**config.mk**
```make
export PLATFORM = sky130hd
export DESIGN_NAME = cal_capture_ctrl
export DESIGN_NICKNAME = d
export VERILOG_FILES = /design/src/rtl/cap_pkg.sv /design/src/rtl/cap_sync_edge.sv /design/src/rtl/cap_power_step.sv /design/src/rtl/cap_ram.sv /design/src/rtl/cap_seq.sv /design/src/rtl/cal_capture_ctrl.sv
export SDC_FILE = /design/constraint.sdc
export NUM_CORES = 1
export LEC_CHECK = 0
export BUFFER_PORTS_ARGS = -buffer_cell sky130_fd_sc_hd__buf_2
export CELL_PAD_IN_SITES_DETAIL_PLACEMENT = 2
export CELL_PAD_IN_SITES_GLOBAL_PLACEMENT = 2
export CORE_MARGIN = 1
export CORE_UTILIZATION = 25
export DETAILED_ROUTE_END_ITERATION = 16
export PLACE_DENSITY_LB_ADDON = 0.1
export SYNTH_ARGS = -nofsm -noshare
export SYNTH_HDL_FRONTEND = slang
export SYNTH_HIERARCHICAL = 1
export SYNTH_SLANG_ARGS = --single-unit
```
**constraint.sdc**
```tcl
create_clock -name clk -period 2.75 [get_ports clk]
set_input_delay 0.1375 -clock clk [delete_from_list [all_inputs] [get_ports clk]]
set_output_delay 0.1375 -clock clk [all_outputs]
set_load 0.005 [all_outputs]
```
**src/rtl/cap_pkg.sv**
```systemverilog
package cap_pkg;
  typedef enum logic [2:0] {
    M_TSTEP  = 3'd0,
    M_WCONST = 3'd1,
    M_TREAD  = 3'd2,
    M_NREAD  = 3'd3,
    M_DVD    = 3'd4,
    M_DET    = 3'd5,
    M_RSV6   = 3'd6,
    M_RSV7   = 3'd7
  } cap_mode_e;

  localparam int NUM_CH = 4;
endpackage

```
**src/rtl/cap_sync_edge.sv**
```systemverilog
module cap_sync_edge (
  input  logic clk,
  input  logic rst_n,
  input  logic sync_i,
  output logic rise_o
);
  logic sync_q;

  always_ff @(posedge clk or negedge rst_n) begin
    if (!rst_n) sync_q <= 1'b0;
    else        sync_q <= sync_i;
  end

  assign rise_o = sync_i & ~sync_q;
endmodule

```
**src/rtl/cap_power_step.sv**
```systemverilog
module cap_power_step #(
  parameter int PWR_W = 8
) (
  input  logic             clk,
  input  logic             rst_n,
  input  logic             start_i,
  input  logic [PWR_W-1:0] base_i,
  input  logic             tick_i,
  input  logic             step_mode_i,
  output logic [PWR_W-1:0] pwr_o
);
  localparam logic [PWR_W-1:0] PWR_MAX = {PWR_W{1'b1}};

  logic             first_q;
  logic [PWR_W-1:0] pwr_q;

  always_ff @(posedge clk or negedge rst_n) begin
    if (!rst_n) begin
      pwr_q   <= '0;
      first_q <= 1'b1;
    end else if (start_i) begin
      pwr_q   <= base_i;
      first_q <= 1'b1;
    end else if (tick_i) begin
      first_q <= 1'b0;
      if (step_mode_i && !first_q && (pwr_q != PWR_MAX))
        pwr_q <= pwr_q + PWR_W'(1);
    end
  end

  assign pwr_o = pwr_q;
endmodule

```
**src/rtl/cap_ram.sv**
```systemverilog
module cap_ram #(
  parameter int AW = 6,
  parameter int DW = 8
) (
  input  logic          clk,
  input  logic          rst_n,
  input  logic          we_i,
  input  logic [AW-1:0] waddr_i,
  input  logic [DW-1:0] wdata_i,
  input  logic [AW-1:0] raddr_i,
  output logic [DW-1:0] rdata_o
);
  localparam int DEPTH = 1 << AW;

  logic [DW-1:0] mem [DEPTH];

  for (genvar w = 0; w < DEPTH; w++) begin : g_word
    always_ff @(posedge clk or negedge rst_n) begin
      if (!rst_n)                                 mem[w] <= '0;
      else if (we_i && (waddr_i == AW'(w)))       mem[w] <= wdata_i;
    end
  end

  always_ff @(posedge clk or negedge rst_n) begin
    if (!rst_n) rdata_o <= '0;
    else        rdata_o <= mem[raddr_i];
  end
endmodule

```
**src/rtl/cap_seq.sv**
```systemverilog
module cap_seq
  import cap_pkg::*;
#(
  parameter int LOC_W = 4,
  parameter int DW    = 8
) (
  input  logic                     clk,
  input  logic                     rst_n,
  input  logic                     start_i,
  input  logic                     rise_i,
  input  cap_mode_e                mode_i,
  input  logic [LOC_W:0]           num_loc_i,
  input  logic                     smp_valid_i,
  input  logic [NUM_CH-1:0][DW-1:0] chan_i,
  output logic                     ready_o,
  output logic                     done_o,
  output logic                     active_o,
  output logic                     we_o,
  output logic [LOC_W+1:0]         waddr_o,
  output logic [DW-1:0]            wdata_o
);
  localparam logic [LOC_W:0] LOC_N = {1'b1, {LOC_W{1'b0}}};

  logic                      running_q, done_q, armed_q, arm_rd_q, busy_q, busy_rd_q;
  logic [1:0]                wsel_q;
  logic [LOC_W-1:0]          loc_q;
  logic [NUM_CH-1:0][DW-1:0] lat_q;

  logic [LOC_W:0] limit, loc_nx;
  logic           cap_mode, last_word, finish, accept;

  always_comb begin
    limit     = ((num_loc_i == '0) || (num_loc_i > LOC_N)) ? LOC_N : num_loc_i;
    loc_nx    = {1'b0, loc_q} + (LOC_W+1)'(1);
    cap_mode  = (mode_i == M_TSTEP) || (mode_i == M_TREAD);
    last_word = busy_rd_q ? (wsel_q == 2'd3) : 1'b1;
    finish    = busy_q && last_word && (loc_nx == limit);
    accept    = armed_q && smp_valid_i && !busy_q;
  end

  always_ff @(posedge clk or negedge rst_n) begin
    if (!rst_n) begin
      running_q <= 1'b0;
      done_q    <= 1'b0;
      armed_q   <= 1'b0;
      arm_rd_q  <= 1'b0;
      busy_q    <= 1'b0;
      busy_rd_q <= 1'b0;
      wsel_q    <= '0;
      loc_q     <= '0;
      lat_q     <= '0;
    end else if (start_i) begin
      running_q <= 1'b1;
      done_q    <= 1'b0;
      armed_q   <= 1'b0;
      busy_q    <= 1'b0;
      wsel_q    <= '0;
      loc_q     <= '0;
    end else begin
      if (busy_q) begin
        if (last_word) begin
          busy_q <= 1'b0;
          loc_q  <= loc_nx[LOC_W-1:0];
          if (finish) begin
            done_q    <= 1'b1;
            running_q <= 1'b0;
            armed_q   <= 1'b0;
          end
        end else begin
          wsel_q <= wsel_q + 2'd1;
        end
      end
      if (accept) begin
        lat_q     <= chan_i;
        armed_q   <= 1'b0;
        busy_q    <= 1'b1;
        busy_rd_q <= arm_rd_q;
        wsel_q    <= arm_rd_q ? 2'd1 : 2'd0;
      end
      if (rise_i && running_q && !finish) begin
        armed_q <= cap_mode;
        if (cap_mode) arm_rd_q <= (mode_i == M_TREAD);
      end
    end
  end

  assign ready_o  = ~busy_q;
  assign done_o   = done_q;
  assign active_o = running_q;
  assign we_o     = busy_q;
  assign waddr_o  = {loc_q, wsel_q};
  assign wdata_o  = lat_q[wsel_q];
endmodule

```
**src/rtl/cal_capture_ctrl.sv**
```systemverilog
module cal_capture_ctrl
  import cap_pkg::*;
#(
  parameter int LOC_W = 4,
  parameter int DW    = 8,
  parameter int PWR_W = 8
) (
  input  logic               clk,
  input  logic               rst_n,
  input  logic               start_i,
  input  logic [2:0]         mode_i,
  input  logic [LOC_W:0]     num_loc_i,
  input  logic [PWR_W-1:0]   pwr_base_i,
  input  logic               sync_i,
  input  logic               smp_valid_i,
  output logic               smp_ready_o,
  input  logic [DW-1:0]      smp_pw_i,
  input  logic [DW-1:0]      smp_a1_i,
  input  logic [DW-1:0]      smp_a2_i,
  input  logic [DW-1:0]      smp_calf_i,
  input  logic [LOC_W+1:0]   rd_addr_i,
  output logic [DW-1:0]      rd_data_o,
  output logic [PWR_W-1:0]   pwr_o,
  output logic               done_o
);
  localparam int ADDR_W = LOC_W + 2;

  cap_mode_e                 mode;
  logic                      rise, active;
  logic                      ram_we;
  logic [ADDR_W-1:0]         ram_wa;
  logic [DW-1:0]             ram_wd;
  logic [NUM_CH-1:0][DW-1:0] chan;

  assign mode = cap_mode_e'(mode_i);
  assign chan = {smp_calf_i, smp_a2_i, smp_a1_i, smp_pw_i};

  cap_sync_edge u_edge (
    .clk    (clk),
    .rst_n  (rst_n),
    .sync_i (sync_i),
    .rise_o (rise)
  );

  cap_seq #(.LOC_W(LOC_W), .DW(DW)) u_seq (
    .clk         (clk),
    .rst_n       (rst_n),
    .start_i     (start_i),
    .rise_i      (rise),
    .mode_i      (mode),
    .num_loc_i   (num_loc_i),
    .smp_valid_i (smp_valid_i),
    .chan_i      (chan),
    .ready_o     (smp_ready_o),
    .done_o      (done_o),
    .active_o    (active),
    .we_o        (ram_we),
    .waddr_o     (ram_wa),
    .wdata_o     (ram_wd)
  );

  cap_power_step #(.PWR_W(PWR_W)) u_pwr (
    .clk         (clk),
    .rst_n       (rst_n),
    .start_i     (start_i),
    .base_i      (pwr_base_i),
    .tick_i      (rise & active),
    .step_mode_i (mode == M_TSTEP),
    .pwr_o       (pwr_o)
  );

  cap_ram #(.AW(ADDR_W), .DW(DW)) u_ram (
    .clk     (clk),
    .rst_n   (rst_n),
    .we_i    (ram_we),
    .waddr_i (ram_wa),
    .wdata_i (ram_wd),
    .raddr_i (rd_addr_i),
    .rdata_o (rd_data_o)
  );
endmodule

```
==> results of run 1 <==
## synthesized netlist by cell type (6+ instances only)
cell type | instances | area [sq um]
o221ai_1 | 8 | 70.1
mux4_2 | 115 | 2590
nand2b_1 | 14 | 87.6
nand2_1 | 70 | 263
mux4_1 | 21 | 552
inv_1 | 9 | 33.8
mux2i_1 | 13 | 130
buf_2 | 14 | 70.1
buf_1 | 9 | 33.8
nor2b_1 | 9 | 56.3
clkbuf_1 | 81 | 304
o22ai_1 | 23 | 144
nand3_1 | 6 | 30.0
nor3_1 | 18 | 90.1
nor2_1 | 38 | 143
buf_6 | 6 | 67.6
nor2_2 | 13 | 81.3
a22oi_1 | 14 | 105
or2_2 | 11 | 68.8
dfrtp_1 | 573 | 14300
mux2_1 | 7 | 78.8
mux2_2 | 544 | 6130
o21ai_0 | 14 | 70.1
buf_4 | 11 | 82.6
## layout make-up
type | count | area, sq um
flip-flops and latches | 574 | 14400
clock inverters | 19 | 259
clock buffers | 110 | 2180
inverters | 9 | 33.8
fillers | 10700 | 72000
multi-input cells | 1028 | 11400
repair buffers | 250 | 2090
well taps | 1380 | 1730
## power breakdown
part	switching [uW]	internal, uW	total (uW)
Clock	3810	6010	9820
Combinational	1030	460	1490
Sequential	87.5	8560	8650
## stage by stage
step | hold slack, ps | power [uW] | area (sq um) | instances | setup slack, ps
2_1_floorplan | -158 | 9460 | 26400 | 1733 | 379
3_3_place_gp | 181 | 10300 | 29200 | 3194 | 27.8
3_5_place_dp | 186 | 10300 | 29200 | 3194 | 104
4_1_cts | 11.1 | 20500 | 32100 | 3370 | 265
5_1_grt | 55.4 | 20800 | 32100 | 3370 | 144
6_report | 45.3 | 20000 | 32100 | 3370 | 329
## path summary, 6_finish.rpt
check	slack [ps]	to	cells after the start	start
max in group asynchronous	1680	u_ram/mem[295]	3	rst_n
min	50	u_seq/loc_q[0]	2	start_i
max	330	u_ram/mem[260]	4	u_seq/wsel_q[0]
max reg2reg	330	u_ram/mem[260]	4	u_seq/wsel_q[0]
min in group asynchronous	110	u_pwr/pwr_o[0]	2	rst_n
min reg2reg	490	u_ram/mem[395]	1	u_ram/mem[395]
## logic make-up (layout without fill, tap and decap cells)
logic type / after synthesis / after routing / share of synthesized area
multiplexers: 700 / 700 / 0.359
flip-flops: 574 / 574 / 0.544
AND/OR/NAND/NOR: 220 / 220 / 0.0436
AO/OA/AOI/OAI: 97 / 97 / 0.0261
buffers and inverters: 131 / 388 / 0.0230
adder cells (fa/ha/maj): 4 / 4 / 0.00189
XOR/XNOR: 7 / 7 / 0.00284
## cell usage in the layout, fill, tap and decap left out, types with 6 or more instances in the layout
master,netlist,layout
buf_2,14,73
clkbuf_8,0,18
clkinv_2,0,9
clkbuf_1,81,18
nor2b_1,9,9
o22ai_1,23,23
mux2_2,544,544
nand2_1,70,70
mux4_2,115,115
buf_12,0,21
nor2_1,38,37
bufinv_16,0,6
mux4_1,21,21
mux2_1,7,7
o21ai_0,14,14
mux2i_1,13,13
dfrtp_1,573,573
a22oi_1,14,14
dlygate4sd3_1,0,47
nor3_1,18,18
nand2b_1,14,14
or2_2,11,11
inv_1,9,9
nand3_1,6,6
nor2_2,13,14
buf_4,11,106
o221ai_1,8,8
clkbuf_16,0,75
## per-layer routing
metal	wire (microns)	up-vias
li1	-	6900
met1	39600	8587
met2	41100	235
met3	2530	97
met4	2040	0
met5	0	-
## sequential cells by signal, indices dropped and copies added (netlist names)
| register | cells |
|---|---|
| u_seq/lat_q | 32 |
| u_seq/loc_q | 4 |
| u_seq/active_o | 1 |
| u_edge/sync_q | 1 |
| u_seq/done_o | 1 |
| u_pwr/pwr_o | 8 |
| u_seq/arm_rd_q | 1 |
| u_ram/rdata_o | 8 |
| u_seq/we_o | 1 |
| u_seq/armed_q | 1 |
| u_pwr/first_q | 1 |
| u_seq/busy_rd_q | 1 |
| u_seq/wsel_q | 2 |
| u_ram/mem | 512 |
## critical path: cells and delay by family, from the launching register on
kind | cells | cell delay (ps)
mux | 2 | 940
buf+inv | 2 | 690
flops | 1 | 580
==> qor.yml, run 1 <==
timing:
  rsz0062_at_grt: "no"
  timing.fmax_mhz: 413
  setup_viol: 0
  fin_crit_ps: 2420
  worst-slew-pin-transition_ps: 914
  post-route-period-util: 0.880
  maxSlewHeadroom: 0.391
  clock_skew_ps: 22.8
  final.setup.tns_ps: 0
  slew_viol_final: 0
  finalHoldViolations: 0
global_routing:
  overflow: 0
  grt_use_total: 0.163
  top_usage_layer: "met2"
  grt_pass1_vias: 18400
  met3_usage: 0.0212
  grt_util_met1: 0.222
  grt_max_degree: 65
  grt_pass1_wl_microns: 128000
  antenna_found_initial: 2
  grt_use_met2: 0.269
power:
  p_leak_uw: 0.0152
  ir_worst_vdd_mv: 0.392
  p_per_area_nw_per_um2: 622
critical_path:
  crit_required_ps: 3240
  cp_slowest_stage_delay_ps: 580
  arrival_ps: 2910
  cpMaxStageDelayCell: "dfrtp_1"
  worstSetupEndpointType: "flop"
  crit_chain: "buf_4 -> mux4_2 -> buf_4 -> mux2_2"
  cp_common_cell: "buf_4"
  path_max_fanout: 64
  start_kind: "flop"
  critPathKind: "reg2reg"
synth:
  synthesis.nets: 1796
  syn_area_per_cell_sq_um: 15.2
  synth_edf_count: 0
  ys_warn_count: 6
  ys_async_sr_fraction: 1.00
  synth_cells: 1733
  ys_seq_elements: 574
  synthDistinctLibCells: 70
  syn_area_sq_um: 26400
  yosysSeqAreaShare: 0.544
  yosys_most_used_dff: "dfrtp_1"
clocking:
  hold_buffers: 47
  cts.path.max_buffers: 3
  htree_num_levels: 3
  clk_latency_ps: 620
  cts_root_buffer: "clkbuf_16"
  cts.repair.resized: 0
  cts_tree: "built"
  cts_setup_buffers: 0
  clkTransAtPathRegs_ps: 60
  cts.sinks: 574
  cts_buffers: 71
route:
  detail-route-antenna-nets: 0
  routed_via_density: 4.69
  vias: 15800
  drtPass1Iterations: 4
  drtIter0Drc: 524
  drc: 0
  avgRoutedWirePerCell_microns: 25.3
  drt-total-wl_microns: 85200
placed_design:
  gp_congestion: 0.746
  port_buffers: 76
  hpwl_microns: 56400
cells_and_area:
  drive_gt1_frac: 0.512
  antennaDiodeCount: 0
  nets: 1997
  syn2layout_area_growth_pct: 21.5
  post-route-util: 0.308
hold_path:
  worstHoldPathType: "in2reg"
die:
  io_pins: 77
  coreArea_sq_um: 104000
  die_height_microns: 327
  start_util: 0.254
  row_count: 118
  die_area_sq_um: 107000
  die_w_microns: 327
outcome:
  status: "completed"
flow_run:
  cap_violations: 0
No activity file was read; power rests on OpenSTA's default activity.
==> run 2, diff against run 1 <==
- BUFFER_PORTS_ARGS: -buffer_cell sky130_fd_sc_hd__buf_2 -> -buffer_cell sky130_fd_sc_hd__clkbuf_2
==> run 2 against run 1 <==
Worst setup slack gained 28 ps; sequential power is essentially flat; maximum frequency grew 1.2%; first-iteration DRC count grew 12%; power shrank 1.7%; critical path depth grew 1; global-route usage grew 0.18 points; non-clock buffer count grew 4; routed wire length grew 0.97%; via count grew 0.53%; sequential cell count is the same; clock skew shrank 7.3 ps.
==> qor.yml, run 2 (synthesized netlist as in run 1, its figures left out) <==
clocking:
  cts.sinks: 574  # unchanged
  clkTransAtPathRegs_ps: 60  # about the same
  cts_buffers: 73  # +2.8%
  cts_tree: "built"
  cts_root_buffer: "clkbuf_16"
  htree_num_levels: 3  # unchanged
  clk_latency_ps: 620  # about the same
  cts.repair.resized: 0  # unchanged
  cts.path.max_buffers: 3  # unchanged
placed_design:
  dp.cells: 3198  # +0.13%
  port_buffers: 76  # unchanged
  pre_cts_slack_ps: 7.61  # -96.7 ps
  gp_congestion: 0.725  # -2.8%
  hpwl_microns: 56200  # -0.31%
route:
  drt-met1-wl_microns: 39900  # +0.92%
  drtIter0Drc: 586  # +12%
  wl_met3_microns: 3080  # +22%
  avgRoutedWirePerCell_microns: 25.5  # +0.82%
  highest_layer: "met4"
  drc: 0  # unchanged
  drtPass1Iterations: 4  # unchanged
  drt-total-wl_microns: 86000  # +0.97%
  detail-route-antenna-nets: 0  # unchanged
  vias: 15900  # +0.53%
  routed_via_density: 4.71  # +0.38%
  wl_met2_microns: 41300  # +0.46%
power:
  ir_worst_vdd_mv: 0.417  # +6.3%
  power.internal_uw: 14700  # -2.1%
  p_per_area_nw_per_um2: 613  # -1.5%
  clkPwrFrac: 0.483  # -0.009
  p_leak_uw: 0.0152  # -0.11%
  seq_power_share: 0.441  # +0.008
  combPwrFrac: 0.076  # about the same
  p_sw_frac: 0.250  # +0.00315
  p_sw_uw: 4900  # -0.44%
flow_run:
  cap_violations: 0  # unchanged
cells_and_area:
  largest_reg_flops: 512  # unchanged
  nets: 2003  # +0.30%
  drive_gt1_frac: 0.512  # about the same
  regArea_sq_um: 14400  # unchanged
  nFillCells: 10700  # +0.065%
  final_common_cell: "dfrtp_1"
  mostFrequentLayoutCells: "573 x dfrtp_1, 544 x mux2_2, 115 x mux4_2"
  largest_register: "u_ram/mem"
  fin_cells: 3375  # +0.15%
  syn2layout_area_growth_pct: 21.2
  multiInputGateArea_sq_um: 11400  # about the same
  reg.largest.list: "u_ram/mem (512), u_seq/lat_q (32)"
timing:
  maxSlewHeadroom: 0.388  # -0.00305
  worst-slew-pin-transition_ps: 918  # +4.58 ps
  post-route-period-util: 0.870  # -0.0101
  clock_skew_ps: 15.5  # -7.25 ps
  setup_viol: 0  # unchanged
  rsz0062_at_grt: "no"
  final.setup.tns_ps: 0  # unchanged
  slew_viol_final: 0  # unchanged
  timing.fmax_mhz: 418  # +1.2%
  worst_slack_ps: 357  # +27.7 ps
  fin_crit_ps: 2390  # -27.7 ps
  finalHoldViolations: 0  # unchanged
die:
  coreArea_sq_um: 104000  # unchanged
  row_count: 118  # unchanged
  start_util: 0.254  # unchanged
  die_area_sq_um: 107000  # unchanged
  die_w_microns: 327  # unchanged
  io_pins: 77  # unchanged
  die_height_microns: 327  # unchanged
critical_path:
  r2r_start: "u_seq/loc_q[1]"
  crit_required_ps: 3250  # about the same
  reg2regPathDepth: 5  # +1
  timing.reg2reg.setup_slack_ps: 360  # +30 ps
  critPathKind: "reg2reg"
  start_kind: "flop"
  arrival_ps: 2900  # about the same
  r2r-end: "u_ram/mem[464]"
  worstSetupEndpointType: "flop"
  path_max_fanout: 9  # -86%
global_routing:
  overflow: 0  # unchanged
  grt_max_degree: 85  # +31%
  grt_pass1_vias: 18400  # +0.13%
  grt_pass1_wl_microns: 130000  # +1.2%
  grt_use_total: 0.165  # +0.00181
  antenna_found_initial: 0  # -2
outcome:
  status: "completed"
hold_path:
  worstHoldPathType: "in2async"
-- run 2: critical path, cell delays in order, from the launching register on --
cell      delay (ps)
dfrtp_1          420
buf_4            190
nand2b_1         210
nor2_1           490
nand2_1          530
mux2_2           440
-- run 2: area by class of cell --
cell class                 count  share of cell area
clock buffer                 111              0.0688
antenna                        2            0.000156
sequential                   574               0.449
inverter                       9             0.00105
clock inverter                17             0.00453
timing repair buffer         254              0.0655
tap                         1380              0.0539
multi-input combinational   1028               0.357
-- run 2: metal layers --
layer	track usage	vias to the layer above
met5	0	-
met4	0.0447	0
met3	0.0234	97
met2	0.272	239
met1	0.226	8671
li1	-	6896
-- run 2: metrics by stage --
| step | util | power, uW | area (sq um) | hold slack, ps |
|---|---|---|---|---|
| after global routing | 0.308 | 20500 | 32000 | 62.3 |
| after floorplan | - | 9460 | 26400 | -158 |
| after global placement | 0.281 | 10300 | 29200 | 147 |
| after CTS | 0.308 | 20100 | 32000 | 40.3 |
| after detailed placement | 0.281 | 10300 | 29200 | 143 |
| final | 0.308 | 19600 | 32000 | 50.3 |
-- run 2: timing repair --
action,in CTS,in global routing
hold endpoints to repair,307,0
hold buffers,47,0
buffers inserted,0,0
-- run 2: power groups by stage --
stage	Sequential, uW	Clock [uW]	Combinational [uW]
final	8650	9470	1500
after global routing	8660	10200	1640
after CTS	8650	9910	1560
after detailed placement	8800	0	1510
after global placement	8800	0	1470
after floorplan	8760	0	698
-- run 2: worst max path at each step --
stage | start | to | slack, ps | cells after the start
floorplan | num_loc_i[0] | u_seq/arm_rd_q | 380 | 7
global placement | rd_addr_i[0] | u_ram/rdata_o[7] | 40 | 8
detailed placement | rd_addr_i[0] | u_ram/rdata_o[7] | 8 | 8
CTS | u_seq/wsel_q[1] | u_ram/mem[244] | 340 | 5
global route | u_seq/wsel_q[0] | u_ram/mem[279] | 220 | 4
finish | u_seq/loc_q[1] | u_ram/mem[464] | 360 | 5
==> run 3, diff against run 2 <==
- CORE_UTILIZATION: 25 -> 35
==> run 3 against run 2 <==
Sequential share of layout area increased by 1.4 points; sequential cell count stayed put; combinational power decreased by 5%; maximum frequency fell by 5.4%.
==> qor.yml, run 3 (synthesized netlist as in run 1, its figures left out) <==
outcome:
  status: "completed"
placed_design:
  port_buffers: 76  # unchanged
  hpwl_microns: 50400  # -10%
  gp_congestion: 0.784  # +8.1%
  pre_cts_slack_ps: 104  # +96.0 ps
timing:
  clock_skew_ps: 26.5  # +11.0 ps
  worst_slack_ps: 220  # -138 ps
  fin_hold_ws_ps: 49.6  # -0.659 ps
  rsz0062_at_grt: "no"
  post-route-period-util: 0.920  # +0.0500
  slew_viol_final: 0  # unchanged
  maxSlewHeadroom: 0.332  # -0.0561
  finalHoldViolations: 0  # unchanged
  worst-slew-pin-transition_ps: 977  # +58.8 ps
  fin_crit_ps: 2530  # +138 ps
  setup_viol: 0  # unchanged
  final.setup.tns_ps: 0  # unchanged
  timing.fmax_mhz: 395  # -5.4%
cells_and_area:
  drive_gt1_frac: 0.503  # -0.00923
  multiInputGateArea_sq_um: 11400  # about the same
  nets: 1961  # -2.1%
  mostFrequentLayoutCells: "573 x dfrtp_1, 544 x mux2_2, 115 x mux4_2"
  regArea_sq_um: 14400  # unchanged
  reg.largest.list: "u_ram/mem (512), u_seq/lat_q (32)"
  largest_register: "u_ram/mem"
  nFillCells: 7213  # -33%
  largest_reg_flops: 512  # unchanged
  final_common_cell: "dfrtp_1"
  syn2layout_area_growth_pct: 17.5
critical_path:
  r2r_start: "u_seq/wsel_q[1]"
  critPathKind: "reg2reg"
  arrival_ps: 3010  # +110 ps
  timing.reg2reg.setup_slack_ps: 220  # -140 ps
  worstSetupEndpointType: "flop"
  cp-startpoint: "u_seq/wsel_q[1]"
  reg2regPathDepth: 4  # -1
  path_max_fanout: 10  # +1
  worstSetupEndpoint: "u_ram/mem[244]"
  r2r-end: "u_ram/mem[244]"
  start_kind: "flop"
  crit_required_ps: 3230  # -20 ps
hold_path:
  worstHoldPathType: "in2reg"
  whs_path_depth: 4
flow_run:
  cap_violations: 0  # unchanged
clocking:
  clk_latency_ps: 620  # about the same
  cts.sinks: 574  # unchanged
  htree_num_levels: 3  # unchanged
  cts_setup_buffers: 0  # unchanged
  cts.path.max_buffers: 3  # unchanged
  cts_buffers: 69  # -5.5%
  clkTransAtPathRegs_ps: 60  # about the same
  cts_root_buffer: "clkbuf_16"
  cts_tree: "built"
die:
  die_w_microns: 277  # -15%
  die_height_microns: 277  # -15%
  row_count: 100  # -15%
  io_pins: 77  # unchanged
  coreArea_sq_um: 74600  # -28%
  start_util: 0.354  # +0.100
  die_area_sq_um: 76600  # -28%
route:
  drt-total-wl_microns: 76500  # -11%
  routed_via_density: 5.40  # +15%
  vias: 15800  # -0.85%
  drc: 0  # unchanged
  drtPass1Iterations: 4  # unchanged
  drtIter0Drc: 762  # +30%
  avgRoutedWirePerCell_microns: 26.2  # +2.8%
  detail-route-antenna-nets: 0  # unchanged
power:
  ir_worst_vdd_mv: 0.469  # +13%
  p_leak_uw: 0.0149  # -1.7%
  total_power_uw: 19000  # -3.0%
  p_per_area_nw_per_um2: 613  # about the same
global_routing:
  grt_pass1_vias: 18000  # -1.9%
  overflow: 0  # unchanged
  antenna_found_initial: 3  # +3
  grt_use_total: 0.206  # +0.0413
  grt_max_degree: 96  # +13%
  grt_pass1_wl_microns: 118000  # -8.9%
[run 3: cell count changes in the layout (fill, tap and decap cells not counted), sizes merged]
cell	change
diode	-1
clkbuf	-7
bufinv	-1
clkinv	+2
buf	-36
inv	+1
dlygate4sd3	-2
[run 3: worst max-delay path: stages, from the launching register on]
cell and delay, ps:
dfrtp_1 500, nand2b_1 260, nor3_1 680, nand2_1 540, mux2_2 420
[run 3: area by class of cell]
class | instances | area share
flip-flops and latches | 574 | 0.463
multi-input cells | 1028 | 0.369
clock buffers | 104 | 0.0653
repair buffers | 216 | 0.0566
well taps | 969 | 0.0391
clock inverters | 19 | 0.00625
inverters | 9 | 0.00109
diodes | 1 | 0.0000806
[run 3: what timing repair did]
item                                   in CTS  in global routing
hold buffers                               45                  0
endpoints found under the hold margin     283                  0
resized for setup                           0                  0
[run 3: worst min path at each step]
stage / startpoint / endpoint
final: smp_valid_i / u_seq/we_o
after CTS: rd_addr_i[5] / u_ram/rdata_o[1]
after global routing: rd_addr_i[5] / u_ram/rdata_o[1]
after global placement: rst_n / u_ram/mem[412]
after detailed placement: rst_n / u_ram/mem[412]
after floorplan: rst_n / u_edge/sync_q
[run 3: where the power goes]
group / switching (uW) / total, uW / internal [uW]
logic: 983 / 1430 / 446
clock network: 3730 / 8950 / 5230
registers: 88.7 / 8650 / 8560
[run 3: metrics by stage]
step / util / instance area, sq um / instances
3_5_place_dp: 0.380 / 28400 / 2751
6_report: 0.416 / 31000 / 2920
4_1_cts: 0.416 / 31000 / 2919
2_1_floorplan: - / 26400 / 1733
3_3_place_gp: 0.380 / 28400 / 2751
5_1_grt: 0.416 / 31000 / 2919
[run 3: routing by layer]
| layer | global-route usage | up-vias | wire (microns) | part of all wire |
|---|---|---|---|---|
| li1 | - | 6823 | - | - |
| met1 | 0.286 | 8579 | 35400 | 0.46 |
| met2 | 0.335 | 251 | 36500 | 0.48 |
| met3 | 0.0290 | 115 | 2600 | 0.034 |
| met4 | 0.0647 | 0 | 2040 | 0.027 |
| met5 | 0 | - | 0 | 0 |
